$ cat src/rtl/synth_cfg_pkg.sv
package synth_cfg_pkg;
  localparam int M_W       = 9;
  localparam int CFG_W     = M_W + 1;
  localparam int NULL_BITS = 4;
  localparam int FRAME_W   = NULL_BITS + CFG_W;

  typedef struct packed {
    logic           n;
    logic [M_W-1:0] m;
  } div_cfg_t;
endpackage

$ cat src/rtl/sync_chain.sv
module sync_chain #(
  parameter int             W       = 1,
  parameter int             STAGES  = 2,
  parameter logic [W-1:0]   RST_VAL = '0
) (
  input  logic         clk,
  input  logic         rst,
  input  logic [W-1:0] d_i,
  output logic [W-1:0] q_o
);
  logic [W-1:0] stg [STAGES];

  always_ff @(posedge clk) begin
    if (rst) stg[0] <= RST_VAL;
    else     stg[0] <= d_i;
  end

  for (genvar i = 1; i < STAGES; i++) begin : g_stage
    always_ff @(posedge clk) begin
      if (rst) stg[i] <= RST_VAL;
      else     stg[i] <= stg[i-1];
    end
  end

  assign q_o = stg[STAGES-1];
endmodule

$ cat src/rtl/frame_shifter.sv
module frame_shifter #(
  parameter int W = 10
) (
  input  logic         clk,
  input  logic         rst,
  input  logic         shift_i,
  input  logic         bit_i,
  output logic [W-1:0] shreg_o,
  output logic [W-1:0] shifted_o
);
  logic [W-1:0] sh_q;

  assign shifted_o = {sh_q[W-2:0], bit_i};

  always_ff @(posedge clk) begin
    if (rst)          sh_q <= '0;
    else if (shift_i) sh_q <= shifted_o;
  end

  assign shreg_o = sh_q;
endmodule

$ cat src/rtl/div_cfg_reg.sv
module div_cfg_reg #(
  parameter int M_W     = 9,
  parameter int M_MIN   = 125,
  parameter int M_MAX   = 350,
  parameter int M_RESET = 125
) (
  input  logic           clk,
  input  logic           rst,
  input  logic           ld_i,
  input  logic [M_W-1:0] m_i,
  input  logic           n_i,
  output logic [M_W-1:0] m_o,
  output logic           n_o,
  output logic           bad_o
);
  localparam logic [M_W-1:0] LO  = M_W'(M_MIN);
  localparam logic [M_W-1:0] HI  = M_W'(M_MAX);
  localparam logic [M_W-1:0] RV  = M_W'(M_RESET);

  logic out_of_range;
  assign out_of_range = (m_i < LO) || (m_i > HI);

  always_ff @(posedge clk) begin
    if (rst) begin
      m_o   <= RV;
      n_o   <= 1'b0;
      bad_o <= (RV < LO) || (RV > HI);
    end else if (ld_i) begin
      m_o   <= m_i;
      n_o   <= n_i;
      bad_o <= out_of_range;
    end
  end
endmodule

$ cat src/rtl/synth_div_loader.sv
module synth_div_loader
  import synth_cfg_pkg::*;
#(
  parameter int SYNC_STAGES = 2,
  parameter int M_MIN       = 125,
  parameter int M_MAX       = 350,
  parameter int M_RESET     = 125
) (
  input  logic           clk,
  input  logic           rst,
  input  logic [M_W-1:0] par_m_i,
  input  logic           par_load_i,
  input  logic           ser_clk_i,
  input  logic           ser_dat_i,
  input  logic           ser_load_i,
  input  logic           hold_rst_i,
  output logic [M_W-1:0] m_o,
  output logic           n_o,
  output logic           m_bad_o,
  output logic           div_clr_o
);
  localparam int SW = M_W + 4;
  localparam logic [SW-1:0] SYNC_RST = SW'(1);

  logic [SW-1:0] raw_in, syn;
  logic [M_W-1:0] par_m_s;
  logic par_s, sc_s, sl_s, sd_s;
  logic sc_prev, sl_prev;
  logic sc_rise, sl_rise;
  logic [CFG_W-1:0] shreg, shifted;
  div_cfg_t nxt_cfg;
  logic ld;
  logic clr_q;

  assign raw_in = {par_m_i, ser_dat_i, ser_load_i, ser_clk_i, par_load_i};

  sync_chain #(.W(SW), .STAGES(SYNC_STAGES), .RST_VAL(SYNC_RST)) u_sync (
    .clk(clk), .rst(rst), .d_i(raw_in), .q_o(syn)
  );

  assign par_s   = syn[0];
  assign sc_s    = syn[1];
  assign sl_s    = syn[2];
  assign sd_s    = syn[3];
  assign par_m_s = syn[SW-1:4];

  always_ff @(posedge clk) begin
    if (rst) begin
      sc_prev <= 1'b0;
      sl_prev <= 1'b0;
      clr_q   <= 1'b0;
    end else begin
      sc_prev <= sc_s;
      sl_prev <= sl_s;
      clr_q   <= hold_rst_i;
    end
  end

  assign sc_rise = sc_s & ~sc_prev;
  assign sl_rise = sl_s & ~sl_prev;

  frame_shifter #(.W(CFG_W)) u_shift (
    .clk(clk), .rst(rst),
    .shift_i(par_s & sc_rise),
    .bit_i(sd_s),
    .shreg_o(shreg),
    .shifted_o(shifted)
  );

  always_comb begin
    nxt_cfg = '0;
    ld      = 1'b0;
    if (!par_s) begin
      nxt_cfg.m = par_m_s;
      nxt_cfg.n = 1'b0;
      ld        = 1'b1;
    end else if (sc_rise && sl_s) begin
      nxt_cfg = div_cfg_t'(shifted);
      ld      = 1'b1;
    end else if (sl_rise) begin
      nxt_cfg = div_cfg_t'(shreg);
      ld      = 1'b1;
    end
  end

  div_cfg_reg #(.M_W(M_W), .M_MIN(M_MIN), .M_MAX(M_MAX), .M_RESET(M_RESET)) u_cfg (
    .clk(clk), .rst(rst), .ld_i(ld),
    .m_i(nxt_cfg.m), .n_i(nxt_cfg.n),
    .m_o(m_o), .n_o(n_o), .bad_o(m_bad_o)
  );

  assign div_clr_o = clr_q;
endmodule

$ cat config.mk
export PLATFORM = sky130hd
export DESIGN_NAME = synth_div_loader
export DESIGN_NICKNAME = d
export VERILOG_FILES = /design/src/rtl/synth_cfg_pkg.sv /design/src/rtl/sync_chain.sv /design/src/rtl/frame_shifter.sv /design/src/rtl/div_cfg_reg.sv /design/src/rtl/synth_div_loader.sv
export SDC_FILE = /design/constraint.sdc
export NUM_CORES = 1
export LEC_CHECK = 0
export BUFFER_PORTS_ARGS = -buffer_cell sky130_fd_sc_hd__buf_2
export CORE_ASPECT_RATIO = 0.9
export CORE_MARGIN = 8
export CORE_UTILIZATION = 45
export CTS_BUF_LIST = sky130_fd_sc_hd__clkbuf_4
export DETAILED_ROUTE_END_ITERATION = 8
export PLACE_DENSITY = 0.65
export SLEW_MARGIN = 0
export SYNTH_ARGS = -nofsm -noshare
export SYNTH_HDL_FRONTEND = slang
export SYNTH_SLANG_ARGS = --single-unit
$ cat constraint.sdc
create_clock -name clk -period 1.7 [get_ports clk]
set_input_delay 0.425 -clock clk [delete_from_list [all_inputs] [get_ports clk]]
set_output_delay 0.425 -clock clk [all_outputs]
set_load 0.01 [all_outputs]
==> flow_summary_export.csv <==
group,metric,value,unit
job,cap_violations,0,
drt,viasPerCell,4.91,
setup_path,cp.arrival,1.87,ns
logic_synthesis,synth_area_per_cell,9.30,sq um
cts,clockBufferDepth,2,
timing,tightest_slew,0.372,ns
drt,wl_per_cell,12.2,um
grt,grt.total_usage,10.6,%
logic_synthesis,syn-num-nets,214,
finish,syn2layout_area_growth,15.8,%
logic_synthesis,ys_warn_count,0,
cts,cts-root-buf,"clkbuf_4",
cts,ctsHtreeMaxLevel,2,
min_path,hold_path_class,"input pin to register",
die,row_count,22,
finish,drive_gt1_share,24.5,%
timing,skew,0.00428,ns
timing,rsz0062_at_grt,"no",
timing,fmax,637,MHz
die,pin_count,28,
cts,cts.sinks,50,
die,initial_core_util,46.1,%
finish,fill_cells,374,
placed_design,place_area,2030,sq um
drt,drt_first_pass_iters,4,
pwr,p_leak,0.850,nW
finish,fin_nets,244,
setup_path,cp.required,2.00,ns
setup_path,endpoint_kind,"register",
finish,antenna_cells,0,
grt,first_global_vias,1187,
timing,tns,0,ns
setup_path,cp-start-kind,"register",
cts,ctsHoldBuffers,0,
cts,path_clk_slew,0.13,ns
timing,hold_ws,0.240,ns
die,die_h,76.7,um
logic_synthesis,syn_area,1840,sq um
finish,design_area,2130,sq um
drt,vias,1360,
die,core-area,3990,sq um
setup_path,critPathKind,"register to register",
setup_path,rrSetupSlack,0.13,ns
grt,grt_max_degree,23,
pwr,power-per-cell-area,975,nW/um^2
die,die_x,83.4,um
logic_synthesis,ys_ff_latch,50,
grt,grt_antenna_before_repair,0,
timing,period_share,92.3,%
cts,clk-insertion-delay-late,0.36,ns
placed_design,place_congestion,0.849,
timing,slew_headroom,75.2,%
timing,period_needed,1.57,ns
pwr,ir_drop,0.498,mV
status,status,"completed",
cts,numCtsBuffers,5,
grt,grt.overflow.total,0,
cts,tritoncts,"built",
drt,drc,0,
logic_synthesis,syn_inst,198,
drt,drt-initial-drc-count,88,
timing,final_max_slew_viol_count,0,
drt,drt_wl_total,3380,um
placed_design,port-buffer-count,27,
logic_synthesis,yosysUniqueCellTypes,32,
cts,post_cts_buffers,0,
timing,finalHoldViolCount,0,
grt,grt_first_pass_wirelength,5690,um
placed_design,dp_hpwl,2460,um
drt,ant_nets,0,
setup_path,critPathMaxFanout,8,
logic_synthesis,yosysSeqAreaShare,54.4,%
timing,setup_viol_count_final,0,
die,die_area,6400,sq um
-- path summary, 6_finish.rpt --
path,from,endpoint,cells after the start
worst max register to register,u_sync.stg[1][2]$_SDFF_PP0_,u_cfg.bad_o$_SDFFE_PP0P_,5
worst min register to register,u_sync.stg[0][0]$_SDFF_PP1_,u_sync.stg[1][0]$_SDFF_PP1_,1
worst max-delay path,u_sync.stg[1][2]$_SDFF_PP0_,u_cfg.bad_o$_SDFFE_PP0P_,5
worst min-delay path,par_load_i,u_sync.stg[0][0]$_SDFF_PP1_,2
-- cells in the mapped netlist --
cell	count	area, sq um
mux2i_1	1	10.0
o21ai_0	6	30.0
inv_1	1	3.75
a2bb2oi_2	1	15.0
nor2b_4	1	13.8
dfxtp_1	50	1000
buf_6	1	11.3
buf_1	1	3.75
nand2_1	30	113
o22ai_1	6	37.5
o22ai_2	1	12.5
nor4_4	1	21.3
nand3_1	12	60.1
and2b_1	1	7.51
a21boi_1	1	7.51
clkbuf_1	7	26.3
or2_2	2	12.5
nor4b_1	1	8.76
a21oi_1	23	115
or3b_1	1	8.76
clkbuf_4	1	7.51
a31oi_1	1	6.26
buf_2	2	10.0
and3_1	7	43.8
o21ai_2	1	8.76
nand2b_1	1	6.26
o21ai_1	1	5.00
nor2_1	4	15.0
nand3b_1	1	7.51
buf_8	1	15.0
nor2b_1	29	181
o2bb2ai_2	1	15.0
-- stage by stage --
step	total power [mW]	std cells	utilization (%)	worst slack, ns
floorplan	1.37	198	-	0.240
global placement	1.42	269	50.8	0.0898
detailed placement	1.42	269	50.8	0.0747
CTS	2.10	277	52.9	0.0274
global route	2.18	277	53.4	0.00589
finish	2.08	277	53.4	0.131
-- registers in the layout, summed over array words and instances (netlist names) --
| signal | cells |
|---|---|
| sc_prev | 1 |
| u_sync.stg | 26 |
| u_cfg.n_o | 1 |
| div_clr_o | 1 |
| sl_prev | 1 |
| u_cfg.m_o | 9 |
| u_cfg.bad_o | 1 |
| u_shift.shreg_o | 10 |
-- cells in the final DEF (no fill, tap or decap) --
cell type	synthesis	routed
nand3_1	12	12
o2bb2ai_2	1	1
o21ai_2	1	1
inv_1	1	1
and2b_1	1	1
bufinv_16	0	1
nand2b_1	1	1
mux2i_1	1	1
nor2b_4	1	1
nor4_4	1	1
and3_1	7	7
a2bb2oi_2	1	1
or2_2	2	2
o21ai_1	1	2
dfxtp_2	0	1
dfxtp_1	50	49
clkbuf_4	1	6
buf_4	0	9
o22ai_1	6	5
nand3b_1	1	1
nor2_1	4	4
buf_2	2	27
nor2b_1	29	29
or3b_1	1	1
o22ai_2	1	2
clkinvlp_4	0	1
a21oi_1	23	23
a31oi_2	0	1
o21ai_0	6	5
nor4b_2	0	1
a21boi_1	1	1
nand2_1	30	30
-- layout make-up --
cell class	count	area (sq um)	area share [%]
clock inverter	2	37.5	1.76
clock buffer	6	45.0	2.11
timing repair buffer	36	203	9.51
tap	48	60.1	2.82
sequential	50	1000	47.0
multi-input combinational	134	781	36.6
inverter	1	3.75	0.176
-- critical path: stages, from the launching register on --
cell and delay [ns]:
dfxtp_1 0.42, nor2b_4 0.25, nand3_1 0.11, a31oi_2 0.23
or3b_1 0.38, o2bb2ai_2 0.13
-- kinds of logic (layout without fill, tap and decap cells) --
group,Yosys count,count (layout),share of synthesized area (%)
and+or+nand+nor,91,91,27.1
DFF,50,50,54.4
AOI/OAI and AO/OA,42,42,13.7
buffers and inverters,14,45,4.21
muxes,1,1,0.544
-- where the power goes --
| group | leakage (nW) | total [mW] | switching (mW) | internal [mW] |
|---|---|---|---|---|
| Combinational | 0.397 | 0.161 | 0.0874 | 0.0735 |
| Sequential | 0.410 | 1.24 | 0.0207 | 1.22 |
| Clock | 0.0419 | 0.679 | 0.352 | 0.326 |
-- metal layers --
metal	GRT usage, %	share of wire (%)
met1	14.1	53
met2	14.5	39
met3	4.65	6.8
met4	4.14	1.4
met5	0	0
-- repair_timing --
action / in CTS / in global routing
endpoints found under the hold margin: 0 / 0
setup endpoints to repair: 0 / 1
gates resized for setup: 0 / 5
Note: power is estimated with default switching activity, not from simulation.
